<file path="src/rtl/lsd_pkg.sv">
package lsd_pkg;
  localparam int STATE_W = 3;

  // Binary encoding; value 7 is unused
  typedef enum logic [STATE_W-1:0] {
    ST_IDLE = 3'd0,  // nothing sampled since reset
    ST_ZRUN = 3'd1,  // tail of zeros, no one yet
    ST_T01  = 3'd2,  // tail 01
    ST_HIT  = 3'd3,  // tail 010, flag high
    ST_ORUN = 3'd4,  // tail of ones
    ST_T10  = 3'd5,  // tail 10
    ST_LOCK = 3'd6   // 100 seen, absorbing
  } state_e;
endpackage

</file>
<file path="src/rtl/lsd_rst_sync.sv">
module lsd_rst_sync #(
  parameter int STAGES = 2
) (
  input  logic clk,
  input  logic rst_n,
  output logic rst_sync_n
);
  logic [STAGES-1:0] chain_q;

  always_ff @(posedge clk or negedge rst_n) begin
    if (!rst_n) chain_q <= '0;
    else        chain_q <= {chain_q[STAGES-2:0], 1'b1};
  end

  assign rst_sync_n = chain_q[STAGES-1];

  // reset assertion reaches the synchronized output without a clock
  a_r1_async_assert: assert property (@(posedge clk) !rst_n |-> !rst_sync_n);
endmodule

</file>
<file path="src/rtl/lsd_next_state.sv">
module lsd_next_state
  import lsd_pkg::*;
(
  input  state_e cur_state,
  input  logic   bit_in,
  output state_e nxt_state
);
  always_comb begin
    nxt_state = ST_IDLE;
    unique case (cur_state)
      ST_IDLE: nxt_state = bit_in ? ST_ORUN : ST_ZRUN;
      ST_ZRUN: nxt_state = bit_in ? ST_T01  : ST_ZRUN;
      ST_T01:  nxt_state = bit_in ? ST_ORUN : ST_HIT;
      ST_HIT:  nxt_state = bit_in ? ST_T01  : ST_LOCK;
      ST_ORUN: nxt_state = bit_in ? ST_ORUN : ST_T10;
      ST_T10:  nxt_state = bit_in ? ST_T01  : ST_LOCK;
      ST_LOCK: nxt_state = ST_LOCK;
      default: nxt_state = ST_IDLE;
    endcase
  end
endmodule

</file>
<file path="src/rtl/lsd_state_reg.sv">
module lsd_state_reg
  import lsd_pkg::*;
(
  input  logic   clk,
  input  logic   rst_sync_n,
  input  state_e d_state,
  output state_e q_state
);
  always_ff @(posedge clk or negedge rst_sync_n) begin
    if (!rst_sync_n) q_state <= ST_IDLE;
    else             q_state <= d_state;
  end

  // the lock state is never left while reset is released
  a_r6_lock_sticky: assert property (@(posedge clk) disable iff (!rst_sync_n)
    (q_state == ST_LOCK) |=> (q_state == ST_LOCK));

  // Only the seven encoded values ever appear
  a_r2_legal_code: assert property (@(posedge clk) disable iff (!rst_sync_n)
    q_state != 3'd7);
endmodule

</file>
<file path="src/rtl/lockout_seq_detector.sv">
module lockout_seq_detector #(
  parameter int SYNC_STAGES = 2
) (
  input  logic clk,
  input  logic rst_n,
  input  logic serial_in,
  output logic match_out
);
  import lsd_pkg::*;

  logic   rst_sync_n;
  state_e state_q;
  state_e state_d;

  lsd_rst_sync #(.STAGES(SYNC_STAGES)) u_rst_sync (
    .clk        (clk),
    .rst_n      (rst_n),
    .rst_sync_n (rst_sync_n)
  );

  lsd_next_state u_next (
    .cur_state (state_q),
    .bit_in    (serial_in),
    .nxt_state (state_d)
  );

  lsd_state_reg u_reg (
    .clk        (clk),
    .rst_sync_n (rst_sync_n),
    .d_state    (state_d),
    .q_state    (state_q)
  );

  // Moore output decode
  assign match_out = (state_q == ST_HIT);

  // flag low whenever reset pin is low
  a_r1_reset_quiet: assert property (@(posedge clk) !rst_n |-> !match_out);

  // a raised flag follows sampled bits 1 then 0
  a_r3_tail_bits: assert property (@(posedge clk) disable iff (!rst_sync_n)
    match_out |-> (!$past(serial_in) && $past(serial_in, 2)));

  // never two flag cycles in a row
  a_r5_single_pulse: assert property (@(posedge clk) disable iff (!rst_sync_n)
    match_out |=> !match_out);

  // a 1 after a match keeps the 01 tail for overlap
  a_r4_overlap_tail: assert property (@(posedge clk) disable iff (!rst_sync_n)
    (match_out && serial_in) |=> (state_q == ST_T01));

  // a 0 after a match locks the machine
  a_r6_lock_after_hit: assert property (@(posedge clk) disable iff (!rst_sync_n)
    (match_out && !serial_in) |=> (state_q == ST_LOCK));
endmodule

</file>
<file path="config.mk">
export PLATFORM = sky130hd
export DESIGN_NAME = lockout_seq_detector
export DESIGN_NICKNAME = d
export VERILOG_FILES = /design/src/rtl/lsd_pkg.sv /design/src/rtl/lsd_rst_sync.sv /design/src/rtl/lsd_next_state.sv /design/src/rtl/lsd_state_reg.sv /design/src/rtl/lockout_seq_detector.sv
export SDC_FILE = /design/constraint.sdc
export NUM_CORES = 1
export LEC_CHECK = 0
export BUFFER_PORTS_ARGS = -buffer_cell sky130_fd_sc_hd__buf_2
export CAP_MARGIN = 10
export CORE_AREA = 2 2 39 41
export DETAILED_ROUTE_END_ITERATION = 10
export DIE_AREA = 0 0 41 43
export SKIP_LAST_GASP = 1
export SLEW_MARGIN = 20
export SYNTH_ARGS = -nofsm -noshare
export SYNTH_HDL_FRONTEND = slang
export SYNTH_SLANG_ARGS = --single-unit
export TNS_END_PERCENT = 5
</file>
<file path="constraint.sdc">
create_clock -name clk -period 1.3 [get_ports clk]
set_input_delay 0.13 -clock clk [delete_from_list [all_inputs] [get_ports clk]]
set_output_delay 0.13 -clock clk [all_outputs]
set_load 0.02 [all_outputs]
</file>
## After elaboration in Yosys (flattened, before gate mapping)

Cells that the tools add are included.

| cells by class | value |
|---|---|
| eq/ne operators | 6 |
| muxes and demuxes | 6 |
| reductions and logical operators | 2 |

Operators by type and width:

| operator | count |
|---|---|
| $pmux W3 S6 | 1 |
| $eq A3 B3 Y1 const B | 3 |
| $mux W3 | 3 |
| $eq A3 B2 Y1 const B | 2 |
| $eq A3 B1 Y1 const B | 1 |
| $logic_not A3 Y1 | 1 |
| $mux W2 | 1 |
| $reduce_or A2 Y1 | 1 |
| $mux W1 | 1 |

| word-level totals | value |
|---|---|
| flip-flop bits (word level) | 5 |
| input bits | 3 |
| output and inout port bits | 1 |
| word-level logic and storage cells | 16 |

## Longest topological paths before layout

Gate-level depths: netlist (run 1).

| logic depth | value |
|---|---|
| depth in word-level cells | 3 |
| depth in mapped cells | 2 |
| mapped depth without buffers | 2 |

## By module

Synthesis (run 1) repeated with hierarchy kept, for this count alone.

| unflattened totals | value |
|---|---|
| cell total of the unflattened synthesis | 16 |
| area, all modules | 193.9 um^2 |

Modules (own cells, without submodules):

| module | times used | cells each | area each (um^2) |
|---|---|---|---|
| lsd_state_reg | 1 | 3 | 75.1 |
| lsd_next_state | 1 | 9 | 56.3 |
| lsd_rst_sync | 1 | 3 | 53.8 |
| lockout_seq_detector | 1 | 1 | 8.8 |

## Worst setup path after synthesis (run 1)

OpenSTA, ideal clock, no wires.

| timing | value |
|---|---|
| kind | reg2out |
| start point | register u_reg.q_state[2] |
| end point | output match_out |
| data arrival time | 722 ps |
| data required time | 1170 ps |
| path slack | 448 ps |
| cell stages (with the launch flop) | 3 |
| cell sequence | dfrtp_1 > inv_1 > and3_1 |

| between the ends | value |
|---|---|
| word-level cells in the longest chain between the ends | 1 |

Ends and longest elaborated chain:

| item | RTL line | text |
|---|---|---|
| start, declared | lsd_state_reg.sv:7 | `output state_e q_state` |
| start signal, assigned | lsd_state_reg.sv:11 | `else q_state <= d_state;` |
| $eq A3 B2 Y1 | lockout_seq_detector.sv:35 | `assign match_out = (state_q == ST_HIT);` |
| end, declared | lockout_seq_detector.sv:7 | `output logic match_out` |

No other way between the ends.

## Worst setup path in the final report (run 1)

Same ends and word-level chain as after synthesis.

==> results of run 1 <==
## path summary, 6_finish.rpt
check / start / endpoint
worst max-delay path: u_reg.q_state[2] / match_out
worst min-delay path: u_rst_sync.chain_q[1] / u_reg.q_state[1]
worst max register to register: u_reg.q_state[1] / u_reg.q_state[0]
worst min register to register: u_rst_sync.chain_q[1] / u_reg.q_state[1]
max in group asynchronous: rst_n / u_rst_sync.chain_q[1]
min in group clk: serial_in / u_reg.q_state[0]
## cells by family after synthesis
| family | Yosys count | synth area share (%) |
|---|---|---|
| fa+ha+maj | 1 | 5.389 |
| buf+inv | 1 | 1.795 |
| mux | 1 | 4.791 |
| other cells | 1 | 1.795 |
| compound gates | 4 | 16.17 |
| simple gates | 4 | 10.18 |
| flops | 5 | 59.88 |
## flip-flops by register name, indices dropped and copies added (netlist names)
name / flops
u_reg.q_state: 3
u_rst_sync.chain_q: 2
## synth_stat cells
cell type  instances  area [µm²]
dfrtp_1            5       125.1
nor2_1             2       7.510
a211oi_1           1       7.510
a211oi_2           1       12.51
a21o_2             1       8.760
a21oi_1            1       5.000
and3_1             1       6.260
and3_2             1       7.510
conb_1             1       3.750
inv_1              1       3.750
maj3_2             1       11.26
mux2i_1            1       10.01
## critical path, delay by kind of cell (launching register included)
kind | cells | cell delay (ns)
buffers and inverters | 2 | 0.24
DFF | 1 | 0.41
and+or+nand+nor | 1 | 0.13
## power by group through the flow
stage | clock (mW) | combinational [mW] | sequential (mW)
2_1_floorplan | 0 | 0.119 | 0.254
3_3_place_gp | 0 | 0.137 | 0.267
3_5_place_dp | 0 | 0.142 | 0.269
4_1_cts | 0.180 | 0.146 | 0.267
5_1_grt | 0.193 | 0.157 | 0.281
6_report | 0.169 | 0.143 | 0.268
## area by class of cell
type,count,area share (%)
clock buffer,4,9.375
inverter,1,1.339
multi-input combinational,11,28.57
sequential,5,44.64
tap,16,7.143
timing repair buffer,4,8.929
## layer usage
metal / part of all wire, % / track usage [%] / vias up
met4: 0 / 6.000 / 0
met1: 51 / 6.863 / 63
met2: 41 / 5.938 / 4
li1: - / - / 77
met3: 8.5 / 3.141 / 0
met5: 0 / 0 / -
## what timing repair did
action	in CTS	in global routing
hold buffers	1	0
hold endpoints to repair	2	0
resized for setup	0	0
==> impl_metrics.yaml, run 1 <==
grt:
  grt_pass1_wl_um: 593
  overflow: 0
  grt_pass1_vias: 144
  grt_max_degree: 8
  grtUsageTotal_pct: 5.550
  antenna_found_initial: 0
setup_path:
  slowest_delay_ns: 0.41
  slowest_stage: "dfrtp_1"
  crit_chain: "inv_1, and3_1, buf_2"
  r2r_setup_slack_ns: 0.37
  cp-end-kind: "primary output"
  cp-start-kind: "register"
  reg2regPathDepth: 2
  crit_fanout: 5
  worstSetupPathType: "register to primary output"
  crit_arrival_ns: 1.02
  required_ns: 1.17
detailed_routing:
  drtIter0Drc: 3
  vias_per_cell: 3.512
  drc: 0
  routed_wl_um: 316
  routed-via-count: 144
  drtAntennaViolNets: 0
  routed_wire_length_per_instance_um: 7.707
  drt_pass1_iterations: 2
finish:
  multi_input_area_um2: 80.08
  regArea_um2: 125.1
  fillers: 156
  final_common_cell: "dfrtp_1"
  final_cells: 41
  final_area_um2: 280.3
  area.growth.synth_to_final_pct: 34.13
  mostFrequentLayoutCells: "5 x dfrtp_1, 3 x clkbuf_4, 3 x buf_2"
  nets: 29
  layout.core_utilization_pct: 20.25
  drive_gt1_share_pct: 40.00
  n_antenna_cell: 0
floorplanning:
  die_height_um: 43
  die_w_um: 41
  io_pins: 4
  start_util_pct: 15.10
  die-area_um2: 1763
  num_rows: 14
  core-area_um2: 1384
pwr:
  p_int_uw: 399.2
  p_seq_share_pct: 46.2
  pwr-share-comb_pct: 24.7
  vdd_ir_drop_max_uv: 389.5
  power_switching_share_pct: 31.15
  leakagePower_nw: 0.1349
  power_uw: 579.8
  p_switching_uw: 180.6
  p_per_area_nw_per_um2: 2069
  power_frac_clock_pct: 29.1
timing:
  fin_ws_ns: 0.1451
  finClkSkew_ns: 0.001541
  setup_viol: 0
  hold_viol_final: 0
  fin_crit_sh_pct: 88.84
  maxSlewViolCount: 0
  max_freq_mhz: 865.9
  rsz0062_at_grt: "false"
  min_period_ns: 1.155
  tns_ns: 0
  whs_ns: 0.03504
place:
  place_area_um2: 244.0
  gp_congestion: 0.5376
  hpwl_um: 248.4
  place_inst: 36
  io_buffers: 3
  place_ws_ns: 0.3888
clock_network:
  cts_setup_buffers: 0
  cts-root-buf: "clkbuf_4"
  cts_tree: "built"
  numCtsBuffers: 3
  clockBufferDepth: 2
  clkLatencyLatePin_ns: 0.23
  cts.sinks: 5
  path_clk_slew_ns: 0.04
  htreeDepth: 1
logic_synthesis:
  synth_cell_type_count: 12
  yosysWarnings: 0
  synth_seq_cells: 5
  syn_nets: 20
  syn_inst: 17
  yosysSeqAreaShare_pct: 59.88
  syn-cell-area_um2: 209.0
  syn_area_per_cell_um2: 12.29
run_status:
  status: "complete, no violations"
run:
  maxCapViolCount: 0
worst_hold_path:
  hold_class: "register to async pin"
Power figures use the tool's default switching activity.
==> inputs of run 2 (changes only) <==
==> constraint.sdc (replaced) <==
create_clock -name clk -period 1 [get_ports clk]
set_input_delay 0.1 -clock clk [delete_from_list [all_inputs] [get_ports clk]]
set_output_delay 0.1 -clock clk [all_outputs]
set_load 0.02 [all_outputs]
==> run 2 against run 1 <==
  * The flow now finishes with violations (setup timing)
  * Final cell count grew 12%
  * Register-to-register slack got worse by 0.36 ns
  * Critical endpoint unchanged
  * Via count is 22% higher
  * Sequential power up 12%
  * Combinational power rose to 2.7 times the previous value
  * Global-route usage up 1.0 points
  * Critical path depth unchanged
  * Clock skew up 0.0014 ns
  * Clock power is 37% higher
  * Highest routed layer unchanged
  * Die area unchanged
  * Non-clock buffer count increased by 5
  * Routed wire length up 33%
==> impl_metrics.yaml, run 2 (same netlist as run 1, synthesis figures left out) <==
run_status:
  status: "finished, violations left"
  failed_checks: "setup timing"
timing:
  max_freq_mhz: 950.6
  maxSlewViolCount: 0
  fin_crit_sh_pct: 105.2
  fin_ws_ns: -0.05201
  rsz0062_at_grt: "true"
  whs_ns: 0.03393
  setup_viol: 1
  min_period_ns: 1.052
  finClkSkew_ns: 0.002978
  hold_viol_final: 0
finish:
  area.growth.synth_to_final_pct: 57.49
  max_flop_register: "u_reg.q_state"
  largest_reg_flops: 3
  layout.core_utilization_pct: 23.78
  drive_gt1_share_pct: 56.67
  nets: 34
  n_antenna_cell: 0
  top_regs: "u_reg.q_state x3, u_rst_sync.chain_q x2"
  final_cells: 46
  mostFrequentLayoutCells: "5 x buf_4, 5 x dfrtp_1, 3 x clkbuf_4"
pwr:
  p_per_area_nw_per_um2: 2799
  power_switching_share_pct: 30.86
  p_switching_uw: 284.2
  power_uw: 921.1
  leakagePower_nw: 0.1567
  vdd_ir_drop_max_uv: 635.7
  p_seq_share_pct: 32.4
  power_frac_clock_pct: 25.2
  pwr-share-comb_pct: 42.4
  p_int_uw: 636.8
grt:
  grt_pass1_vias: 175
  overflow: 0
  grt_max_degree: 7
  antenna_found_initial: 0
  grt_pass1_wl_um: 710
  grtUsageTotal_pct: 6.566
clock_network:
  path_clk_slew_ns: 0.04
  cts_tree: "built"
  cts-root-buf: "clkbuf_4"
  cts.sinks: 5
  htreeDepth: 1
  clkLatencyLatePin_ns: 0.24
  clockBufferDepth: 2
  numCtsBuffers: 3
place:
  hpwl_um: 239.8
  io_buffers: 3
  gp_congestion: 0.5818
  place_inst: 36
  place_ws_ns: 0.09779
detailed_routing:
  drt_pass1_iterations: 2
  vias_per_cell: 3.826
  drtAntennaViolNets: 0
  drc: 0
  routed_wire_length_per_instance_um: 9.152
  routed_wl_um: 421
  drtIter0Drc: 3
  routed-via-count: 176
run:
  maxCapViolCount: 0
setup_path:
  crit_buf_inv: 2
  slowest_delay_ns: 0.39
  required_ns: 0.90
  worstSetupPathType: "register to primary output"
  cp-end-kind: "primary output"
  crit_family: "flip-flops"
  crit_arrival_ns: 0.95
  crit_fanout: 2
  reg2regPathDepth: 3
  cp-start-kind: "register"
  crit_chain: "inv_2, and3_4, buf_6"
  slowest_stage: "dfrtp_1"
  path_depth: 3
floorplanning:
  num_rows: 14
  core-area_um2: 1384
  io_pins: 4
  die-area_um2: 1763
  start_util_pct: 15.10
  die_height_um: 43
  die_w_um: 41
worst_hold_path:
  hold_class: "register to async pin"
## run 2: changes by cell type in the layout (fill, tap and decap cells not counted)
cell    delta
buf_6      +1
and3_1     -1
and3_4     +1
buf_4      +5
buf_2      -1
inv_2      +1
inv_1      -1
## run 2: path summary, 6_finish.rpt
path,start,end,slack [ns]
max,u_reg.q_state[2],match_out,-0.05
min,u_rst_sync.chain_q[1],u_reg.q_state[0],0.03
max reg2reg,u_reg.q_state[1],u_reg.q_state[1],0.01
min reg2reg,u_rst_sync.chain_q[1],u_reg.q_state[0],0.03
max in group asynchronous,rst_n,u_rst_sync.chain_q[1],0.71
min in group clk,serial_in,u_reg.q_state[0],0.08
## run 2: stage by stage
stage	instance area, µm²	TNS, ns
2_1_floorplan	209.0	0
3_3_place_gp	244.0	0
3_5_place_dp	244.0	0
4_1_cts	321.6	-0.06001
5_1_grt	329.1	-0.1852
6_report	329.1	-0.05201
## run 2: power by group through the flow
stage               combinational [mW]  clock (mW)  sequential (mW)
floorplan                        0.154           0            0.331
global placement                 0.183           0            0.344
detailed placement               0.182           0            0.348
CTS                              0.358       0.245            0.299
global route                     0.424       0.250            0.307
finish                           0.390       0.232            0.299
## run 2: repair_timing
item,CTS,global route
setup endpoints to repair,1,4
hold buffers,1,0
endpoints found under the hold margin,2,0
setup buffers,4,1
gates resized for setup,4,0
## run 2: final cells by class
type | instances | area (µm²)
fillers | 146 | 1055
clock buffers | 4 | 26.28
multi-input cells | 11 | 85.08
well taps | 16 | 20.02
inverters | 1 | 3.754
flip-flops and latches | 5 | 125.1
repair buffers | 9 | 68.82
## run 2: per-layer routing
layer / vias up / wire [µm] / global-route usage (%)
met3: 0 / 26 / 3.141
met4: 0 / 0 / 6.000
met2: 4 / 226 / 9.688
met5: - / 0 / 0
li1: 85 / - / -
met1: 87 / 169 / 6.230
==> inputs of run 3 (changes only) <==
--- a/config.mk
+++ b/config.mk
@@ -14,5 +14,6 @@
 export SLEW_MARGIN = 20
 export SYNTH_ARGS = -nofsm -noshare
 export SYNTH_HDL_FRONTEND = slang
+export SYNTH_HIERARCHICAL = 1
 export SYNTH_SLANG_ARGS = --single-unit
 export TNS_END_PERCENT = 5
==> constraint.sdc (replaced) <==
create_clock -name clk -period 1.3 [get_ports clk]
set_input_delay 0.13 -clock clk [delete_from_list [all_inputs] [get_ports clk]]
set_output_delay 0.13 -clock clk [all_outputs]
set_load 0.02 [all_outputs]
==> run 3 against run 2 <==
  * The run now ends clean
  * Routed wire length fell by 35%
  * Clock skew fell by 0.00098 ns
  * Setup slack better by 0.21 ns
  * Area after synthesis decreased by 7.2%
  * Final cell count is 13% lower
  * Count of clock-buffer cells in the layout stayed put
  * First-iteration DRC count up 33%
  * Non-clock buffer count shrank 5
  * Clock power decreased by 26%
  * Power down 41%
  * Hold slack improved by 0.0012 ns
  * Critical path type unchanged
  * Largest cell class unchanged
==> impl_metrics.yaml, run 3 <==
setup_path:
  r2r-end: "u_reg/q_state[1]"
  crit_buf_inv: 1
  cp-end-kind: "primary output"
  slowest_stage: "dfrtp_1"
  crit_chain: "and3b_1, buf_2"
  crit_fanout: 6
  crit_path_start: "u_reg/q_state[2]"
  r2r_start: "u_reg/q_state[2]"
  crit_family: "flip-flops"
  cp-start-kind: "register"
  path_depth: 2
  required_ns: 1.17
  endpoint: "match_out"
  slowest_delay_ns: 0.41
  worstSetupPathType: "register to primary output"
  r2r_setup_slack_ns: 0.35
  crit_arrival_ns: 1.02
  reg2regPathDepth: 2
clock_network:
  numCtsBuffers: 3
  path_clk_slew_ns: 0.04
  cts_tree: "built"
  cts_setup_buffers: 0
  htreeDepth: 1
  clockBufferDepth: 2
  cts.sinks: 5
  clkLatencyLatePin_ns: 0.23
  cts-root-buf: "clkbuf_4"
worst_hold_path:
  hold_class: "register to async pin"
floorplanning:
  die-area_um2: 1763
  core-area_um2: 1384
  num_rows: 14
  die_height_um: 43
  die_w_um: 41
  io_pins: 4
  start_util_pct: 14.01
detailed_routing:
  vias_per_cell: 3.600
  drtIter0Drc: 4
  drc: 0
  drtAntennaViolNets: 0
  routed_wire_length_per_instance_um: 6.800
  routed-via-count: 144
  routed_wl_um: 272
  drt_pass1_iterations: 2
timing:
  fin_crit_sh_pct: 88.19
  setup_viol: 0
  hold_viol_final: 0
  finClkSkew_ns: 0.001994
  rsz0062_at_grt: "false"
  min_period_ns: 1.146
  tns_ns: 0
  max_freq_mhz: 872.2
  maxSlewViolCount: 0
run:
  maxCapViolCount: 0
finish:
  drive_gt1_share_pct: 25.00
  layout.core_utilization_pct: 19.17
  fillers: 150
  largest_reg_flops: 3
  area.growth.synth_to_final_pct: 36.77
  nets: 28
  top_regs: "u_reg/q_state x3, u_rst_sync/chain_q x2"
  final_common_cell: "dfrtp_1"
  max_flop_register: "u_reg/q_state"
  mostFrequentLayoutCells: "5 x dfrtp_1, 3 x clkbuf_4, 3 x buf_2"
  n_antenna_cell: 0
logic_synthesis:
  yosys.area.top_type: "dfrtp_1"
  synth_seq_cells: 5
  syn_inst: 16
  syn_area_per_cell_um2: 12.12
  synth_commonest_cells: "5 x dfrtp_1, 2 x a211oi_1, 2 x nor2_1"
  synth_ff_type: "dfrtp_1"
  yosysTopAreaCellShare_pct: 64.52
  synth.most_common_cell: "dfrtp_1"
  yosysSeqAreaShare_pct: 64.52
  synth_enable_flop_cells: 0
  syn-cell-area_um2: 193.9
  syn_nets: 19
  yosysWarnings: 6
  ys_top_cells_by_area: "dfrtp_1 65%, a211oi_1 7.7%, maj3_1 5.2%, a221oi_1 4.5%, and3b_1 4.5%"
  async_flop_share_pct: 100.0
  synth_cell_type_count: 10
grt:
  grt_max_degree: 8
  grt_pass1_wl_um: 441
  grt_pass1_vias: 123
  grtUsageTotal_pct: 4.339
  antenna_found_initial: 0
  overflow: 0
run_status:
  status: "complete, no violations"
place:
  gp_congestion: 0.5529
  io_buffers: 3
pwr:
  leakagePower_nw: 0.1243
  p_per_area_nw_per_um2: 2040
  vdd_ir_drop_max_uv: 478.6
[run 3: kinds of logic (layout without fill, tap and decap cells)]
family                     count (synthesis)  in the layout  synth area share (%)
adders and majority gates                  1              1                 5.161
buffers and inverters                      1              9                 1.934
DFF                                        5              5                 64.52
and+or+nand+nor                            4              4                 11.62
other                                      1              1                 1.934
AOI/OAI and AO/OA                          4              4                 14.83
[run 3: what timing repair did]
action / 4_1_cts / 5_1_grt
gates resized for setup: 0 / 0
hold buffers: 1 / 0
hold endpoints to repair: 2 / 0
endpoints found under the setup margin: 0 / 0
[run 3: area by class of cell]
class	count	area, µm²	share of cell area (%)
multi-input cells	10	65.06	24.53
flip-flops and latches	5	125.1	47.17
clock buffers	4	26.28	9.906
inverters	1	3.754	1.415
repair buffers	4	25.02	9.434
well taps	16	20.02	7.547
[run 3: metrics by stage]
step | hold slack (ns) | setup WS, ns | cells | area [µm²] | power (mW)
after CTS | 0.04098 | 0.1449 | 40 | 265.3 | 0.5543
after floorplan | -0.1656 | 0.4178 | 16 | 193.9 | 0.3379
final | 0.03510 | 0.1535 | 40 | 265.3 | 0.5411
after detailed placement | -0.08098 | 0.3342 | 35 | 229.0 | 0.3724
after global placement | -0.08340 | 0.3472 | 35 | 229.0 | 0.3698
after global routing | 0.05018 | 0.1150 | 40 | 265.3 | 0.5905
[run 3: where the power goes]
group	leakage, nW	switching, mW	internal [mW]
logic	0.0508	0.0480	0.0628
clock network	0.0150	0.0554	0.116
registers	0.0585	0.0565	0.203
total	0.124	0.160	0.381
[run 3: metal layers]
layer  wire [µm]  global-route usage [%]
met1         119                   3.922
met2         122                   5.000
met3          30                   4.712
met4           0                   4.000
met5           0                       0
[run 3: worst min-delay path by stage]
stage	endpoint	cells after the start	slack (ns)
floorplan	u_rst_sync/chain_q[0]	0	-0.17
global placement	u_rst_sync/chain_q[0]	1	-0.08
detailed placement	u_rst_sync/chain_q[0]	1	-0.08
CTS	u_reg/q_state[0]	0	0.04
global route	u_reg/q_state[0]	0	0.05
finish	u_reg/q_state[0]	0	0.04
